$ cat src/rtl/ioc_pkg.sv
package ioc_pkg;
  typedef enum logic [1:0] {
    DRV_HIGH = 2'b00,
    DRV_LOW  = 2'b01,
    DRV_OD   = 2'b10,
    DRV_OD2  = 2'b11
  } drv_mode_e;
endpackage

$ cat src/rtl/ioc_sync.sv
module ioc_sync #(
  parameter int W      = 8,
  parameter int STAGES = 2
) (
  input  logic         clk_i,
  input  logic         rst_ni,
  input  logic [W-1:0] d_i,
  output logic [W-1:0] q_o
);
  logic [W-1:0] stg_q [STAGES];

  for (genvar s = 0; s < STAGES; s++) begin : g_stg
    always_ff @(posedge clk_i or negedge rst_ni) begin
      if (!rst_ni) stg_q[s] <= '0;
      else if (s == 0) stg_q[s] <= d_i;
      else stg_q[s] <= stg_q[(s == 0) ? 0 : s-1];
    end
  end

  assign q_o = stg_q[STAGES-1];
endmodule

$ cat src/rtl/ioc_port.sv
module ioc_port #(
  parameter int W      = 8,
  parameter int SETTLE = 3
) (
  input  logic         clk_i,
  input  logic         rst_ni,
  input  logic [W-1:0] pin_i,
  input  logic [W-1:0] dir_in_i,
  input  logic [W-1:0] ien_i,
  input  logic [W-1:0] cmp_def_i,
  input  logic [W-1:0] def_i,
  input  logic         clr_i,
  output logic         flag_o,
  output logic [W-1:0] cap_o
);
  localparam int CW = $clog2(SETTLE + 1);

  logic [CW-1:0] arm_q;
  logic          armed;
  logic [W-1:0]  prev_q;
  logic [W-1:0]  mism;
  logic          hit;

  assign armed = (arm_q == CW'(SETTLE));

  // hold off events until synchronizer and prev register carry real pin data
  always_ff @(posedge clk_i or negedge rst_ni) begin
    if (!rst_ni) arm_q <= '0;
    else if (!armed) arm_q <= arm_q + 1'b1;
  end

  always_ff @(posedge clk_i or negedge rst_ni) begin
    if (!rst_ni) prev_q <= '0;
    else prev_q <= pin_i;
  end

  for (genvar i = 0; i < W; i++) begin : g_cmp
    assign mism[i] = cmp_def_i[i] ? (pin_i[i] ^ def_i[i]) : (pin_i[i] ^ prev_q[i]);
  end

  assign hit = armed & |(mism & ien_i & dir_in_i);

  // clear wins; a persisting mismatch re-sets on the following edge
  always_ff @(posedge clk_i or negedge rst_ni) begin
    if (!rst_ni) begin
      flag_o <= 1'b0;
      cap_o  <= '0;
    end else if (clr_i) begin
      flag_o <= 1'b0;
    end else if (!flag_o && hit) begin
      flag_o <= 1'b1;
      cap_o  <= pin_i;
    end
  end
endmodule

$ cat src/rtl/ioc_drv.sv
module ioc_drv
  import ioc_pkg::*;
(
  input  logic       act_i,
  input  logic [1:0] mode_i,
  output logic       pad_o,
  output logic       oe_o
);
  always_comb begin
    case (drv_mode_e'(mode_i))
      DRV_HIGH: begin pad_o = act_i;  oe_o = 1'b1;  end
      DRV_LOW:  begin pad_o = ~act_i; oe_o = 1'b1;  end
      default:  begin pad_o = 1'b0;   oe_o = act_i; end
    endcase
  end
endmodule

$ cat src/rtl/ioc_irq_ctrl.sv
module ioc_irq_ctrl #(
  parameter int W           = 8,
  parameter int SYNC_STAGES = 2
) (
  input  logic         clk_i,
  input  logic         rst_ni,
  input  logic [W-1:0] pin_a_i,
  input  logic [W-1:0] pin_b_i,
  input  logic [W-1:0] dir_in_a_i,
  input  logic [W-1:0] dir_in_b_i,
  input  logic [W-1:0] ien_a_i,
  input  logic [W-1:0] ien_b_i,
  input  logic [W-1:0] cmp_def_a_i,
  input  logic [W-1:0] cmp_def_b_i,
  input  logic [W-1:0] def_a_i,
  input  logic [W-1:0] def_b_i,
  input  logic         mirror_i,
  input  logic [1:0]   mode_a_i,
  input  logic [1:0]   mode_b_i,
  input  logic         rd_data_a_i,
  input  logic         rd_cap_a_i,
  input  logic         rd_data_b_i,
  input  logic         rd_cap_b_i,
  output logic [W-1:0] data_a_o,
  output logic [W-1:0] data_b_o,
  output logic [W-1:0] cap_a_o,
  output logic [W-1:0] cap_b_o,
  output logic         int_a_o,
  output logic         int_a_oe_o,
  output logic         int_b_o,
  output logic         int_b_oe_o
);
  localparam int NP     = 2;
  localparam int SETTLE = SYNC_STAGES + 1;

  logic [W-1:0] pin_raw [NP];
  logic [W-1:0] pin_s   [NP];
  logic [W-1:0] dir_v   [NP];
  logic [W-1:0] ien_v   [NP];
  logic [W-1:0] sel_v   [NP];
  logic [W-1:0] def_v   [NP];
  logic [W-1:0] cap_v   [NP];
  logic [1:0]   mode_v  [NP];
  logic [NP-1:0] clr, flag, act, pad, oe;

  assign pin_raw[0] = pin_a_i;     assign pin_raw[1] = pin_b_i;
  assign dir_v[0]   = dir_in_a_i;  assign dir_v[1]   = dir_in_b_i;
  assign ien_v[0]   = ien_a_i;     assign ien_v[1]   = ien_b_i;
  assign sel_v[0]   = cmp_def_a_i; assign sel_v[1]   = cmp_def_b_i;
  assign def_v[0]   = def_a_i;     assign def_v[1]   = def_b_i;
  assign mode_v[0]  = mode_a_i;    assign mode_v[1]  = mode_b_i;
  assign clr        = {rd_data_b_i | rd_cap_b_i, rd_data_a_i | rd_cap_a_i};

  for (genvar p = 0; p < NP; p++) begin : g_port
    ioc_sync #(.W(W), .STAGES(SYNC_STAGES)) u_sync (
      .clk_i, .rst_ni, .d_i(pin_raw[p]), .q_o(pin_s[p])
    );
    ioc_port #(.W(W), .SETTLE(SETTLE)) u_port (
      .clk_i, .rst_ni,
      .pin_i(pin_s[p]), .dir_in_i(dir_v[p]), .ien_i(ien_v[p]),
      .cmp_def_i(sel_v[p]), .def_i(def_v[p]), .clr_i(clr[p]),
      .flag_o(flag[p]), .cap_o(cap_v[p])
    );
    assign act[p] = mirror_i ? |flag : flag[p];
    ioc_drv u_drv (.act_i(act[p]), .mode_i(mode_v[p]), .pad_o(pad[p]), .oe_o(oe[p]));
  end

  assign data_a_o   = pin_s[0];
  assign data_b_o   = pin_s[1];
  assign cap_a_o    = cap_v[0];
  assign cap_b_o    = cap_v[1];
  assign int_a_o    = pad[0];
  assign int_a_oe_o = oe[0];
  assign int_b_o    = pad[1];
  assign int_b_oe_o = oe[1];
endmodule

$ cat config.mk
export PLATFORM = sky130hd
export DESIGN_NAME = ioc_irq_ctrl
export DESIGN_NICKNAME = d
export VERILOG_FILES = /design/src/rtl/ioc_pkg.sv /design/src/rtl/ioc_sync.sv /design/src/rtl/ioc_port.sv /design/src/rtl/ioc_drv.sv /design/src/rtl/ioc_irq_ctrl.sv
export SDC_FILE = /design/constraint.sdc
export NUM_CORES = 1
export LEC_CHECK = 0
export BUFFER_PORTS_ARGS = -buffer_cell sky130_fd_sc_hd__buf_2
export CAP_MARGIN = 10
export CORE_ASPECT_RATIO = 1.25
export CORE_MARGIN = 2
export CORE_UTILIZATION = 46
export DETAILED_ROUTE_END_ITERATION = 7
export PLACE_DENSITY = 0.77
export SYNTH_ARGS = -nofsm -noshare
export SYNTH_HDL_FRONTEND = slang
export SYNTH_SLANG_ARGS = --single-unit
$ cat constraint.sdc
create_clock -name clk_i -period 2.1 [get_ports clk_i]
set_input_delay 0.105 -clock clk_i [delete_from_list [all_inputs] [get_ports clk_i]]
set_output_delay 0.105 -clock clk_i [all_outputs]
set_load 0.05 [all_outputs]
# Word level (Yosys, flattened, before mapping)
# Index checks and enable logic that the tools add are counted.
dict set report word_totals {
  wordCells 103
  regBits 70
  input_bits 91
}
dict set report op_classes {
  mux 26
  eq_ne 4
  n_reduce_logical 15
  addsub 2
  bitwise_logic 44
}
# operator n
set op_table {}
lappend op_table {{bitwise AND 8 bit} 4}
lappend op_table {{bitwise XOR 1 bit} 32}
lappend op_table {{2-to-1 mux 1 bit} 24}
lappend op_table {{OR reduction 8 bit} 2}
lappend op_table {{OR reduction 2 bit} 3}
lappend op_table {{adder 2 x 1 -> 2 bit (second input constant)} 2}
lappend op_table {{== test 2 x 1 -> 1 bit (second input constant)} 2}
lappend op_table {{== test 2 bit (second input constant)} 2}
lappend op_table {{logical NOT 2 bit} 2}
lappend op_table {{inverter 1 bit} 4}
lappend op_table {{case mux 1 bit (2 select lines)} 2}
lappend op_table {{AND reduction 2 bit} 2}
lappend op_table {{nonzero test 2 bit} 2}
lappend op_table {{bitwise AND 1 bit} 2}
lappend op_table {{logical AND 1 bit} 2}
lappend op_table {{logical NOT 1 bit} 2}
lappend op_table {{OR 1 bit} 2}

# Longest topological paths before layout
dict set report depth {
  depth_word 9
  depth_mapped 5
}

# Cells and area by module
# Synthesis repeated with hierarchy kept, for this count alone.
dict set report hier_totals {
  cells_unflattened 186
  hier_area_um2 2790.2
}
# module area_per_inst_um2 instances seq_area_each_um2 cells_each
set modules_own_cells {}
lappend modules_own_cells {ioc_port 902.1 2 475.5 64}
lappend modules_own_cells {ioc_sync 460.4 2 400.4 24}
lappend modules_own_cells {ioc_drv 18.8 2 0.0 3}
lappend modules_own_cells {ioc_irq_ctrl 27.5 1 0.0 4}

# Worst setup path before layout
# OpenSTA, ideal clock, no wires.
dict set report synth_timing {
  path_type {flip-flop to flip-flop}
  start {register g_port[0].u_port.prev_q[7]}
  end {register g_port[0].u_port.cap_o[0]}
  setup_time_ns 0.125
  arrival_ns 1.556
  required_time_ns 1.975
  path_stages_with_launch 6
  slack_ns 0.420
  n_path_buf 0
  period_less_slack_ns 1.680
  path_cell_list {dfrtp_1 mux2i_1 xnor2_1 a2111oi_1 a21oi_2 mux2_2}
}
dict set report synth_between {
  elab_chain_len 8
}
# element line_no
set synth_lines {}
lappend synth_lines {{start, declared} ioc_port.sv:20} ;# logic [W-1:0] prev_q;
lappend synth_lines {{start signal, assigned} ioc_port.sv:34} ;# else prev_q <= pin_i;
lappend synth_lines {{bitwise XOR 1 bit} ioc_port.sv:38} ;# assign mism[i] = cmp_def_i[i] ? (pin_i[i] ^ def_i[i]) : (pin_i[i] ^ prev_q[i]);
lappend synth_lines {{2-to-1 mux 1 bit} ioc_port.sv:38}
lappend synth_lines {{bitwise AND 8 bit (2 in a row)} ioc_port.sv:41} ;# assign hit = armed & |(mism & ien_i & dir_in_i);
lappend synth_lines {{OR reduction 8 bit} ioc_port.sv:41}
lappend synth_lines {{bitwise AND 1 bit} ioc_port.sv:41}
lappend synth_lines {{logical AND 1 bit} ioc_port.sv:50} ;# end else if (!flag_o && hit) begin
lappend synth_lines {{AND reduction 2 bit (no source line)} n/a}
lappend synth_lines {{end signal, assigned} ioc_port.sv:52} ;# cap_o <= pin_i;
lappend synth_lines {{end, declared} ioc_port.sv:14} ;# output logic [W-1:0] cap_o
# Every way passes these cells.
# A chain may end at the register's enable or synchronous reset.

# Worst setup path after layout
dict set report layout_timing {
  start {register g_port[0].u_port.prev_q[7]}
  end {register g_port[0].u_port.cap_o[4]}
}
# Same word-level chain as after synthesis.

==> metrics.md <==
| Metric | Value |
|---|---|
| Top achievable clock speed | roughly 0.53 GHz |
| Vias post-DR | between 1500 and 2000 |
| Number of iterations in the first detailed-routing pass | 4 |
| Hold path depth | 3 |
| Post-cts repair resize count | 0 |
| DRT iter0 DRCs | between 100 and 150 |
| Antenna violations before repair | 0 |
| Area growth, synth to finish | 36.58% |
| Ratio of routed vias to standard cells | 4.852 |
| Class of the worst hold path | input port to flop |
| Synthesis warning total | 0 |
| Worst-case clock buffer depth | 2 |
| Post-layout utilization of the core | between 60% and 70% |
| Static leakage | approximately 1.9 nW |
| Number of H-tree levels | 3 |
| Register bit count reported by yosys | 70 |
| Total setup violations reported at the end of the flow | 0 |
| Hold Fails Final Rpt | 0 |
| Residual overflow from global routing | 0 |
| TritonCTS clock tree | built |
| Critical-path cell list | mux2i_1 -> xnor2_1 -> a2111oi_1 -> buf_4 -> a21oi_2 -> buf_4 -> mux2_2 |
| Horizontal die dimension | ~73 µm |
| Final sum of negative setup slack | 0 ns |
| Maximum fanout along the worst path | 4 |
| Remaining design rule violation count | 0 |
| Type of element launching the critical path | flop |
| Full die area | 0.006640 mm² |
| Cts bufs inserted | 9 |
| Final critical path time including I/O delays and setup | roughly 1.9 ns |
| Total power per unit cell area | just over 900 mW/mm² |
| Buffers inserted by post-CTS timing repair | 0 |
| Most used cell along the critical path | sky130_fd_sc_hd__buf_4 |
| CP endpoint kind | flop |
| Area of the placeable core | approximately 0.0058 mm² |
| Setup Skew | 0.005927 ns |
| Sequential element share of the synthesized area | a little under two thirds |
| Fill cell total of the finished layout | roughly 460 |
| Final Cycle Share | 89.03% |
| Slew Limit Headroom | a little over half |
| Cells after synthesis | between 150 and 200 |
| Total stage count of the critical path | 7 |
| Number of nets in the final layout | 429 |
| Routed WL | 5333 µm |
| Clk sink count | 70 |
| Worst Tran Pin Value | a little under 0.7 ns |
| Post-detail-place hpwl | approximately 4000 µm |
| Number of nets in the synthesized netlist | between 200 and 300 |
| Number of distinct standard cells referenced by the synthesized netlist | 17 |
| RePlAce Congestion | 0.7030 |
| Commonest cells after routing, fill and taps aside | sky130_fd_sc_hd__buf_2 (126), sky130_fd_sc_hd__dfrtp_1 (70), sky130_fd_sc_hd__mux2i_1 (28) |
| Maximum number of pins on one net before global-route repair | 42 |
| WP data required | 2.31 ns |
| Buffers & Inverters on Critical Path | 2 |
| CP max stage delay | around 0.47 ns |
| Number of global-route vias before repair | 2047 |
| Unrepaired setup endpoints after global routing | no |
| Wire length of the first global-routing pass | 8901 µm |
| Layout cell share with drive strength beyond 1 | between 40 and 50% |
| Kind of cell adding the most delay to the critical path | compound AO/OA/AOI/OAI gates |
| Count of input and output buffers | ~130 |
| Run status | completed |
| Syn Area/Cell | 14.53 µm² |
| Effective utilization at floorplan | a little under half |
| Highest-delay cell along the critical path | sky130_fd_sc_hd__a2111oi_1 |
| Antenna Violating Nets Remaining | 0 |
| Number of buffers added to fix hold violations after cts | 17 |
| Root buf cell | sky130_fd_sc_hd__clkbuf_8 |
| Overall Global Routing Usage | between 10% and 20% |
| Worst-path clk slew | around 0.07 ns |
| Worst EP arrival | 2.08 ns |
| Most common library cell in the layout ignoring fill and taps | sky130_fd_sc_hd__buf_2 |
| Avg WL per Cell | 13.17 µm |
| # IOs | between 100 and 150 |
| Worst-Skew Late Latency | between 0.3 and 0.4 ns |
| Peak supply drop | 0.6792 mV |
| Total of max-cap violations | 0 |
| Netlist Area Pre-Place | about 0.0028 mm² |
| Number of pins exceeding their max-slew limit in the final report | 0 |
| Register-to-Register Path Depth | 7 |
| Worst setup path class | flop to flop |
| Antenna Diode Count | 0 |
| Row cnt | 31 |
| Die height | 90.61 µm |
==> synthesized netlist by cell type (all sizes together) <==
master	count	area (µm²)
nand3b	14	105.1
and2	4	25.02
a21boi	2	15.01
a2111oi	4	40.04
nand2	2	7.510
xor2	2	17.52
ha	2	25.02
mux2	18	202.7
dfrtp	70	1752
o21a	2	15.01
a21oi	4	27.53
xnor2	6	52.55
buf	16	120.1
nand3	12	60.06
nor2	4	15.01
mux2i	28	280.3
==> registers in the layout, indices dropped and copies added, names as in the netlist <==
| name | flops |
|---|---|
| g_port.u_port.prev_q | 16 |
| g_port.u_port.arm_q | 4 |
| g_port.u_sync.q_o | 16 |
| g_port.u_port.flag_o | 2 |
| g_port.u_port.cap_o | 16 |
| g_port.u_sync.stg_q | 16 |
==> path summary, 6_finish.rpt <==
path | from | slack (ns) | endpoint
worst min register to register | g_port[0].u_sync.stg_q[13] | 0.35 | g_port[0].u_sync.q_o[5]
worst min-delay path | rd_data_b_i | 0.02 | g_port[1].u_port.flag_o
worst max-delay path | g_port[0].u_port.prev_q[7] | 0.23 | g_port[0].u_port.cap_o[4]
max in group asynchronous | rst_ni | 1.09 | g_port[0].u_sync.q_o[5]
worst max register to register | g_port[0].u_port.prev_q[7] | 0.23 | g_port[0].u_port.cap_o[4]
min in group asynchronous | rst_ni | 0.36 | g_port[1].u_port.cap_o[4]
==> cells by family after synthesis <==
group                      Yosys count  share of synthesized area (%)
muxes                               46                          17.50
xor gates and xnor gates             8                          2.539
and+or+nand+nor                     36                          7.706
adders and majority gates            2                         0.9065
buffers and inverters               16                          4.352
AOI/OAI and AO/OA                   12                          3.536
DFF                                 70                          63.46
==> through the flow <==
stage	cell area (µm²)	setup WS (ns)	cells	hold WS, ns	power (mW)
2_1_floorplan	2760	0.4197	190	-0.1906	2.227
3_3_place_gp	3426	0.2438	374	0.1751	2.502
3_5_place_dp	3426	0.2425	374	0.1878	2.521
4_1_cts	3770	0.2020	405	0.01504	3.501
5_1_grt	3770	0.1084	405	0.02184	3.629
6_report	3770	0.2303	405	0.02163	3.456
==> worst reg2reg max path, cell delays in order, from the launching register on <==
cell and delay, ns:
sky130_fd_sc_hd__dfrtp_1 0.37, sky130_fd_sc_hd__mux2i_1 0.17, sky130_fd_sc_hd__xnor2_1 0.09, sky130_fd_sc_hd__a2111oi_1 0.47, sky130_fd_sc_hd__buf_4 0.20, sky130_fd_sc_hd__a21oi_2 0.06, sky130_fd_sc_hd__buf_4 0.15, sky130_fd_sc_hd__mux2_2 0.27
==> metal layers <==
layer / vias to the layer above / GRT usage [%] / part of all wire (%)
met5: - / 0 / 0
met4: 0 / 7.562 / 1.9
met3: 9 / 4.129 / 5.0
met2: 62 / 29.95 / 53
met1: 942 / 20.54 / 40
li1: 952 / - / -
==> layout make-up <==
type	instances	area, µm²	area share [%]
Timing Repair Buffer	151	873.3	23.17
Multi-Input combinational cell	104	888.4	23.56
Clock inverter	1	5.005	0.1328
Tap cell	66	82.58	2.191
Sequential cell	70	1752	46.47
Clock buffer	13	168.9	4.481
==> where the power goes <==
part | switching (mW) | internal, mW
clock network | 0.434 | 0.511
logic | 0.623 | 0.316
registers | 0.0772 | 1.49
Power figures use the tool's default switching activity.
